--- src/rtl/rot_loop_pkg.sv ---
package rot_loop_pkg;

  // Decrement a rotating base modulo the ring size.
  function automatic int unsigned rot_dec(input int unsigned base, input int unsigned size);
    if (base == 0) return size - 1;
    return base - 1;
  endfunction

  // Map a virtual register number to its physical number.
  // Numbers below the ring start pass through unchanged.
  function automatic int unsigned rot_rename(input int unsigned virt, input int unsigned first,
                                             input int unsigned size, input int unsigned base);
    int unsigned sum;
    if (virt < first) return virt;
    sum = (virt - first) + base;
    if (sum >= size) sum = sum - size;
    return first + sum;
  endfunction

endpackage

--- src/rtl/rlc_rot_base.sv ---
module rlc_rot_base
  import rot_loop_pkg::*;
#(
  parameter int SIZE = 96,
  localparam int W = $clog2(SIZE)
) (
  input  logic         clk,
  input  logic         rst_n,
  input  logic         clr,
  input  logic         step,
  output logic [W-1:0] base
);

  always_ff @(posedge clk) begin
    if (!rst_n || clr) base <= '0;
    else if (step)     base <= W'(rot_dec(32'(base), SIZE));
  end

  assert_in_ring_R2: assert property (@(posedge clk) disable iff (!rst_n)
    32'(base) < SIZE);

  assert_wrap_R6: assert property (@(posedge clk) disable iff (!rst_n)
    (step && !clr && base == '0) |=> (32'(base) == SIZE - 1));

endmodule

--- src/rtl/rlc_counts.sv ---
module rlc_counts #(
  parameter int LC_W = 64,
  parameter int EC_W = 6
) (
  input  logic            clk,
  input  logic            rst_n,
  input  logic            load,
  input  logic [LC_W-1:0] trip,
  input  logic [EC_W-1:0] drain,
  input  logic            br,
  output logic            taken,
  output logic            fall,
  output logic            stage_bit
);

  logic [LC_W-1:0] lc_q;
  logic [EC_W-1:0] ec_q;
  logic            lc_live;
  logic            ec_live;

  assign lc_live   = (lc_q != '0);
  assign ec_live   = (ec_q != '0);
  assign taken     = br && (lc_live || ec_live);
  assign fall      = br && !lc_live && !ec_live;
  assign stage_bit = lc_live;

  always_ff @(posedge clk) begin
    if (!rst_n) begin
      lc_q <= '0;
      ec_q <= '0;
    end else if (load) begin
      lc_q <= trip;
      ec_q <= drain;
    end else if (br) begin
      if (lc_live)      lc_q <= lc_q - LC_W'(1);
      else if (ec_live) ec_q <= ec_q - EC_W'(1);
    end
  end

  assert_excl_R8: assert property (@(posedge clk) disable iff (!rst_n)
    !(taken && fall));

  assert_load_R5: assert property (@(posedge clk) disable iff (!rst_n)
    load |=> (lc_q == $past(trip) && ec_q == $past(drain)));

  assert_lc_dec_R6: assert property (@(posedge clk) disable iff (!rst_n)
    (br && !load && lc_live) |=> (lc_q == $past(lc_q) - LC_W'(1) && $stable(ec_q)));

  assert_ec_dec_R7: assert property (@(posedge clk) disable iff (!rst_n)
    (br && !load && !lc_live && ec_live) |=> (lc_q == '0 && ec_q == $past(ec_q) - EC_W'(1)));

  assert_hold_R8: assert property (@(posedge clk) disable iff (!rst_n)
    (fall && !load) |=> ($stable(lc_q) && $stable(ec_q)));

endmodule

--- src/rtl/rlc_pred_ring.sv ---
module rlc_pred_ring
  import rot_loop_pkg::*;
#(
  parameter int SIZE = 48,
  localparam int W = $clog2(SIZE)
) (
  input  logic         clk,
  input  logic         rst_n,
  input  logic [W-1:0] base,
  input  logic         set_first,
  input  logic         step,
  input  logic         stage_bit,
  input  logic [W-1:0] rd_slot,
  output logic         rd_bit
);

  logic [SIZE-1:0] ring_q;
  logic [W-1:0]    wr_slot;

  // The stage bit lands at the slot that virtual 16 names after rotation.
  assign wr_slot = step ? W'(rot_dec(32'(base), SIZE)) : base;
  assign rd_bit  = ring_q[rd_slot];

  always_ff @(posedge clk) begin
    if (!rst_n)         ring_q <= '0;
    else if (set_first) ring_q[wr_slot] <= 1'b1;
    else if (step)      ring_q[wr_slot] <= stage_bit;
  end

  assert_shift_keep_R9: assert property (@(posedge clk) disable iff (!rst_n)
    (step && !set_first) |=> (ring_q[$past(base)] == $past(ring_q[base])));

  assert_stage_write_R6: assert property (@(posedge clk) disable iff (!rst_n)
    (step && !set_first) |=> (ring_q[base] == $past(stage_bit)));

  assert_first_set_R5: assert property (@(posedge clk) disable iff (!rst_n)
    set_first |=> ring_q[$past(base)]);

endmodule

--- src/rtl/rot_loop_ctrl.sv ---
module rot_loop_ctrl
  import rot_loop_pkg::*;
#(
  parameter int GR_COUNT = 128,
  parameter int GR_FIRST = 32,
  parameter int PR_COUNT = 64,
  parameter int PR_FIRST = 16,
  parameter int LC_W     = 64,
  parameter int EC_W     = 6,
  localparam int GR_IW   = $clog2(GR_COUNT),
  localparam int PR_IW   = $clog2(PR_COUNT),
  localparam int GR_RING = GR_COUNT - GR_FIRST,
  localparam int PR_RING = PR_COUNT - PR_FIRST,
  localparam int GB_W    = $clog2(GR_RING),
  localparam int PB_W    = $clog2(PR_RING)
) (
  input  logic             clk,
  input  logic             rst_n,
  input  logic             clear,
  input  logic             load,
  input  logic [LC_W-1:0]  trip_count,
  input  logic [EC_W-1:0]  drain_count,
  input  logic             loop_br,
  output logic             taken,
  output logic             fall_thru,
  input  logic [GR_IW-1:0] gr_virt,
  output logic [GR_IW-1:0] gr_phys,
  input  logic [PR_IW-1:0] pr_virt,
  output logic [PR_IW-1:0] pr_phys,
  output logic             pr_val
);

  logic            br_q;
  logic            rotate;
  logic            stage_bit;
  logic [GB_W-1:0] gr_base;
  logic [PB_W-1:0] pr_base;
  logic [PB_W-1:0] pr_slot;
  logic            pr_in_ring;
  logic            ring_bit;

  // A branch that coincides with clear or load is dropped.
  assign br_q   = loop_br && !clear && !load;
  assign rotate = taken;

  rlc_counts #(.LC_W(LC_W), .EC_W(EC_W)) u_counts (
    .clk       (clk),
    .rst_n     (rst_n),
    .load      (load),
    .trip      (trip_count),
    .drain     (drain_count),
    .br        (br_q),
    .taken     (taken),
    .fall      (fall_thru),
    .stage_bit (stage_bit)
  );

  rlc_rot_base #(.SIZE(GR_RING)) u_gr_base (
    .clk   (clk),
    .rst_n (rst_n),
    .clr   (clear),
    .step  (rotate),
    .base  (gr_base)
  );

  rlc_rot_base #(.SIZE(PR_RING)) u_pr_base (
    .clk   (clk),
    .rst_n (rst_n),
    .clr   (clear),
    .step  (rotate),
    .base  (pr_base)
  );

  rlc_pred_ring #(.SIZE(PR_RING)) u_pred (
    .clk       (clk),
    .rst_n     (rst_n),
    .base      (pr_base),
    .set_first (load),
    .step      (rotate),
    .stage_bit (stage_bit),
    .rd_slot   (pr_slot),
    .rd_bit    (ring_bit)
  );

  assign gr_phys    = GR_IW'(rot_rename(32'(gr_virt), GR_FIRST, GR_RING, 32'(gr_base)));
  assign pr_phys    = PR_IW'(rot_rename(32'(pr_virt), PR_FIRST, PR_RING, 32'(pr_base)));
  assign pr_in_ring = (32'(pr_virt) >= PR_FIRST);
  assign pr_slot    = pr_in_ring ? PB_W'(32'(pr_phys) - PR_FIRST) : '0;
  assign pr_val     = pr_in_ring && ring_bit;

  assert_no_rot_R8: assert property (@(posedge clk) disable iff (!rst_n)
    fall_thru |=> ($stable(gr_base) && $stable(pr_base)));

  assert_clear_R10: assert property (@(posedge clk) disable iff (!rst_n)
    clear |=> (gr_base == '0 && pr_base == '0));

  assert_ignored_R11: assert property (@(posedge clk) disable iff (!rst_n)
    (clear || load) |-> (!taken && !fall_thru));

  assert_lockstep_R6: assert property (@(posedge clk) disable iff (!rst_n)
    (taken && $past(gr_base) == gr_base) |=> (gr_base != $past(gr_base)));

  assert_pass_low_R3: assert property (@(posedge clk) disable iff (!rst_n)
    (32'(gr_virt) < GR_FIRST) |-> (gr_phys == gr_virt));

endmodule

--- config.mk ---
export PLATFORM = sky130hd
export DESIGN_NAME = rot_loop_ctrl
export DESIGN_NICKNAME = d
export VERILOG_FILES = /design/src/rtl/rot_loop_pkg.sv /design/src/rtl/rlc_rot_base.sv /design/src/rtl/rlc_counts.sv /design/src/rtl/rlc_pred_ring.sv /design/src/rtl/rot_loop_ctrl.sv
export SDC_FILE = /design/constraint.sdc
export NUM_CORES = 1
export LEC_CHECK = 0
export ABC_AREA = 1
export BUFFER_PORTS_ARGS = -buffer_cell sky130_fd_sc_hd__buf_2
export CORE_MARGIN = 1.5
export CORE_UTILIZATION = 43
export DETAILED_ROUTE_END_ITERATION = 10
export PLACE_DENSITY = 0.7
export SYNTH_ARGS = -nofsm -noshare
export SYNTH_HDL_FRONTEND = slang
export SYNTH_SLANG_ARGS = --single-unit
--- constraint.sdc ---
create_clock -name clk -period 3.55 [get_ports clk]
set_clock_uncertainty 0.1 [all_clocks]
set_input_delay 0.355 -clock clk [delete_from_list [all_inputs] [get_ports clk]]
set_output_delay 0.355 -clock clk [all_outputs]
set_load 0.005 [all_outputs]
### Yosys cells after proc, flatten, opt, wreduce, memory -nomap -nowiden

Index checks and enable logic that the tools add are counted.
W data, S select, Z words.

| storage, ports and cells | value |
|---|---|
| logic and storage cells | 89 |
| input port bits | 88 |
| flip-flop bits (word level) | 131 |
| output and inout bits | 16 |

| cells by class | value |
|---|---|
| reductions and logical operators | 24 |
| bitwise logic cells | 1 |
| add/subtract/negate cells | 13 |
| $lt $le $gt $ge | 8 |
| equal/unequal tests | 1 |
| mux-type cells | 37 |

Operators with widths:

| operator | number |
|---|---|
| $mux W64 | 3 |
| $mux W48 | 2 |
| $mux W6 | 13 |
| $reduce_bool A64 Y1 | 1 |
| $sub A64 B1 Y64 const B | 1 |
| $bwmux W48 | 1 |
| $or A48 B48 Y48 | 1 |
| $mux W7 | 6 |
| $ge A32 B6 Y1 const B | 1 |
| $ge A32 B7 Y1 const B | 1 |
| $lt A6 B7 Y1 const B | 2 |
| $sub A6 B1 Y6 const B | 2 |
| $sub A6 B5 Y6 const B | 2 |
| $mux W1 | 10 |
| $add A8 B8 Y9 | 1 |
| $add A7 B7 Y8 | 1 |
| $reduce_bool A2 Y1 | 4 |
| $sub A7 B6 Y8 const B | 1 |
| $add A6 B7 Y7 const A | 1 |
| $logic_and A1 B1 Y1 | 7 |
| $logic_not A7 Y1 | 1 |
| $lt A7 B6 Y1 const B | 1 |
| $sub A6 B5 Y7 const B | 1 |
| $sub A7 B1 Y7 const B | 1 |
| other kinds (14) | 19 |

### Depth between registers and ports, before layout

| logic depth | value |
|---|---|
| depth after elaboration | 12 |
| depth in mapped cells | 19 |
| depth with buffers taken out | 19 |

### By module

Synthesis repeated with hierarchy kept, for this count alone.

| unflattened totals | value |
|---|---|
| cells, all modules | 1664 |
| area, all modules | 10138.5 um^2 |

Modules (own cells, without submodules):

| module | area each (um^2) | times used | sequential area each (um^2) | cells each |
|---|---|---|---|---|
| rlc_counts | 5252.5 | 1 | 1401.3 | 914 |
| rlc_pred_ring | 3143.0 | 1 | 960.9 | 455 |
| rot_loop_ctrl | 1011.0 | 1 | 0.0 | 184 |
| rlc_rot_base (u_gr_base) | 407.9 | 1 | 140.1 | 66 |
| rlc_rot_base (u_pr_base) | 324.1 | 1 | 120.1 | 45 |

### Worst setup path before layout

Ideal clock, no wire load.

| timing | value |
|---|---|
| kind | input port to output port |
| start point | in pr_virt[0] |
| end point | out pr_val |
| path buffers | 0 |
| arrival time | 2.419 ns |
| setup slack | 0.676 ns |
| data required time | 3.095 ns |
| stages on the path | 16 |
| path through | ha_1 > fa_1 > nand2_1 > nand2_1 > a21o_1 > xor2_1 > ha_1 > inv_1 > nand2_1 > o21ai_0 > nand2_1 > nand2_1 > nand2_1 > nor3_1 > nor2_1 > nor2_1 |

| between the ends | value |
|---|---|
| cells in the longest elaborated chain, start to end | 12 |
| elaborated cells between the ends (all ways) | 17 |
| those cells by class | 5 x add/sub; 3 x order compare; 8 x mux; 1 x reduce/logical |

Ends and longest elaborated chain:

| item | line | source |
|---|---|---|
| from (decl) | rot_loop_ctrl.sv:28 | `input logic [PR_IW-1:0] pr_virt,` |
| $sub A6 B5 Y7 | rot_loop_pkg.sv:15 | `sum = (virt - first) + base;` |
| $add A7 B7 Y8 | rot_loop_pkg.sv:15 |  |
| $ge A32 B6 Y1 or $sub A6 B5 Y6 (tied branches) | rot_loop_pkg.sv:16 | `if (sum >= size) sum = sum - size;` |
| $mux W6 | rot_loop_pkg.sv:16 |  |
| $mux W6 | rot_loop_pkg.sv:15 |  |
| $add A5 B6 Y6 | rot_loop_pkg.sv:17 | `return first + sum;` |
| $mux W6 | rot_loop_pkg.sv:15 |  |
| $sub A6 B5 Y6 | rot_loop_ctrl.sv:88 | `assign pr_slot = pr_in_ring ? PB_W'(32'(pr_phys) - PR_FIRST) : '0;` |
| $mux W6 | rot_loop_ctrl.sv:88 |  |
| $bmux W1 S6 | rlc_pred_ring.sv:22 | `assign rd_bit = ring_q[rd_slot];` |
| $mux W1 (implied by the code) | rlc_pred_ring.sv:22 |  |
| $logic_and A1 B1 Y1 * | rot_loop_ctrl.sv:89 | `assign pr_val = pr_in_ring && ring_bit;` |
| to (decl) | rot_loop_ctrl.sv:30 | `output logic pr_val` |

Every way passes the cells marked *; elsewhere a longest branch is shown, timed or not. The select of a mux whose other input is x is not followed.

### Worst setup path in the final report

| timing | value |
|---|---|
| start point | reg u_pr_base.base[0] |
| end point | out pr_val |

| between the ends | value |
|---|---|
| cells in the longest elaborated chain, start to end | 11 |
| elaborated cells between the ends (all ways) | 12 |
| those cells by class | 4 x add/sub; 1 x order compare; 6 x mux; 1 x reduce/logical |

Ends and longest elaborated chain:

| item | line | source |
|---|---|---|
| from (decl) | rlc_rot_base.sv:11 | `output logic [W-1:0] base` |
| from (signal assigned) | rlc_rot_base.sv:16 | `else if (step) base <= W'(rot_dec(32'(base), SIZE));` |
| $add A7 B7 Y8 * | rot_loop_pkg.sv:15 |  |
| $ge A32 B6 Y1 or $sub A6 B5 Y6 (tied branches) | rot_loop_pkg.sv:16 |  |
| $mux W6 * | rot_loop_pkg.sv:16 |  |
| $mux W6 * | rot_loop_pkg.sv:15 |  |
| $add A5 B6 Y6 * | rot_loop_pkg.sv:17 |  |
| $mux W6 * | rot_loop_pkg.sv:15 |  |
| $sub A6 B5 Y6 * | rot_loop_ctrl.sv:88 |  |
| $mux W6 * | rot_loop_ctrl.sv:88 |  |
| $bmux W1 S6 * | rlc_pred_ring.sv:22 |  |
| $mux W1 (implied by the code) * | rlc_pred_ring.sv:22 |  |
| $logic_and A1 B1 Y1 * | rot_loop_ctrl.sv:89 |  |

Marked as above.

==> impl_metrics.yaml <==
floorplanning:
  core_sq_mm: 0.0204
  dieWidth_um: 148
  start_util_pct: 44.2
  io_pins: 104
  dieArea_sq_mm: 0.0218
  rows: 52
  fp.dieH_um: 148
place:
  dp_hpwl_um: 17900
  dp.cells: 1774
  port-buffer-count: 103
  place_congestion: 0.889
  place_ws_ps: 235
route:
  wl_per_cell_um: 14.2
  ant_nets: 0
  drc_errors: 0
  vias: 9738
  drtIter0Drc: 637
  firstDrtPassIters: 5
  vias_per_cell: 5.39
  drt-total-wl_um: 25700
global_route:
  grt_overflow: 0
  grt_usage_pct: 23.7
  grt_max_degree: 74
  grt_pass1_wl_um: 42200
  grt_pass1_vias: 8834
  antenna_found_initial: 0
status:
  status: "finished, final reports clean"
setup_path:
  crit_path_max_fanout: 5
  startpoint_type: "flop"
  crit_path_end_kind: "output port"
  worst_ep_arrival_time_ps: 2960
  crit_required_ps: 3090
  crit_type: "flop to output port"
  cp_slowest_cell: "fa_2"
  rrSetupSlack_ps: 780
  cp.buffers_inverters: 2
  cpMostUsedCell: "nand2_1"
  max_stage_delay_ps: 410
  critical-path-top-delay-family: "adder cells"
  path_cells: "ha_4, fa_2, nand2_2, nand2_1, a21o_1, xor2_2, ha_2, inv_1, nand2_2, o21ai_1, nand2_1, nand3_1, nand2_1, nand2_1, nand2_1, nor2_1, nor2_1, buf_2"
synthesis:
  synthCells: 1448
  syn_nets: 1558
  yosys.area.top_type: "dfxtp_1"
  synthArstFlopShare_pct: 0
  synth_top_area_share_pct: 29.1
  synth_edf_count: 0
  synthTopCellsByArea: "dfxtp_1 (29%), nand2_1 (15%), nor2_1 (11%), a21oi_1 (7.1%), o21ai_0 (5.1%)"
  synth.distinct_cells: 38
  netlist_area_sq_mm: 0.00901
  synth.ff_latch_count: 131
  synth-main-ff-cell: "dfxtp_1"
  ys_seq_area_share_pct: 29.1
  avgSynthCellArea_sq_um: 6.22
  ys_warn_count: 0
timing:
  tightest_slew_ps: 908
  slew_viol_final: 0
  finalCritPeriodShare_pct: 96.1
  max_freq_mhz: 293
  setup_viol: 0
  slew_headroom_pct: 39.4
  fin_ws_ps: 138
  hold_viol: 0
  min_period_ps: 3410
clock_tree:
  clock_path_buffers: 2
  cts_tree: "yes"
  cts_made_buffers: 17
  cts.clk_slew.worst_paths_ps: 60
  clock_sinks: 131
  h-tree-depth: 4
  worstSkewPairLatency_ps: 430
  root_buffer: "clkbuf_16"
  postCtsHoldBufs: 0
cells_and_area:
  finalNetCount: 1635
  final_cell_count_no_fill: 1808
  final_cell_mix: "nand2_1 (355), nor2_1 (268), dfxtp_1 (130), a21oi_1 (127), buf_2 (103)"
  diodes: 0
  final_common_cell: "nand2_1"
  nFillCells: 2035
  final_util_pct: 51.5
  drive_gt1_share_pct: 15.0
  areaGrowthSynthToFinish_pct: 16.4
power_and_ir_drop:
  peakVddDrop_mv: 0.343
  p_leak_nw: 4.36
  power_density_mw_per_mm2: 434
flow_run:
  cap_viol_max_count: 0
hold_path:
  worstHoldPathType: "primary input to flop"
final timing paths:
check        cells after the start                 to               from
max                             18             pr_val  u_pr_base.base[0]
min                              3  u_counts.lc_q[10]     trip_count[10]
max reg2reg                     12  u_counts.lc_q[59]   u_counts.lc_q[7]
min reg2reg                      2  u_pred.ring_q[40]  u_pred.ring_q[40]
area by class of cell:
cell class	instances	area [sq um]	area share (%)
tap	270	338	3.22
timing repair buffer	117	633	6.04
clock buffer	25	526	5.01
inverter	103	387	3.69
multi-input combinational	1155	5810	55.4
clock inverter	7	165	1.57
sequential	131	2630	25.0
sequential cells by signal, summed over array words and instances, names as in the netlist:
name            flops
u_counts.lc_q      64
u_pred.ring_q      48
u_pr_base.base      6
u_gr_base.base      7
u_counts.ec_q       6
worst reg2reg max path, cell delays in order, from the launching register on:
cell	delay, ps
dfxtp_1	350
nor2_1	200
nand2_1	100
nor3_1	350
nand3_1	190
nor2_1	330
nand4_1	400
inv_1	170
nand2_1	90
nand2_1	60
nand2_1	40
o21ai_0	170
a21oi_1	80
stage by stage:
step / total power, mW / hold slack (ps) / TNS, ps / instance area [sq um]
floorplan: 2.26 / 334 / 0 / 9010
global placement: 2.49 / 350 / 0 / 9720
detailed placement: 2.50 / 351 / 0 / 9720
CTS: 4.55 / 92.8 / 0 / 10400
global route: 4.76 / 115 / -22.4 / 10500
finish: 4.56 / 101 / 0 / 10500
repair_timing:
item	in CTS	in global routing
pin swaps	0	5
resized for setup	5	14
hold endpoints to repair	0	0
endpoints found under the setup margin	1	2
setup buffers	0	2
cell usage after synthesis (3+ instances only):
cell type    n
a311oi_1     7
nor2_4       4
a31oi_1     12
clkbuf_1    38
nor2_1     269
xor2_1      31
or2_2       19
inv_2        6
nand2_1    362
nand3_1     58
inv_1       96
nor2_2       9
o211ai_1    25
nor4_1       3
xnor2_1     15
nand3b_1     4
o21ai_0     92
nor3_1      22
o221ai_1     9
a21oi_1    127
nand3_2     12
buf_2       19
ha_1        20
nand4_1     20
o311ai_0     9
nand2_4      4
dfxtp_1    131
nand2_2     10
per-layer routing:
layer  up-vias  global-route usage (%)  part of all wire (%)
met4         0                    6.95                   2.0
li1       4936                       -                     -
met2       292                    40.0                    48
met5         -                       0                     0
met3        41                    4.51                   5.8
met1      4469                    30.5                    44
where the power goes:
part           internal [mW]  switching [mW]  leakage [nW]
sequential              1.54          0.0785          1.07
combinational          0.317           0.562          2.95
clock                   1.38           0.680         0.332
kinds of logic (layout without fill, tap and decap cells):
group / after synthesis / after routing / synth area share (%)
AOI/OAI and AO/OA: 287 / 287 / 18.0
xor gates and xnor gates: 46 / 46 / 4.47
adders and majority gates: 22 / 22 / 3.22
buffers and inverters: 162 / 252 / 7.01
DFF: 131 / 131 / 29.1
and+or+nand+nor: 800 / 800 / 38.2
No activity file was read; power rests on OpenSTA's default activity.
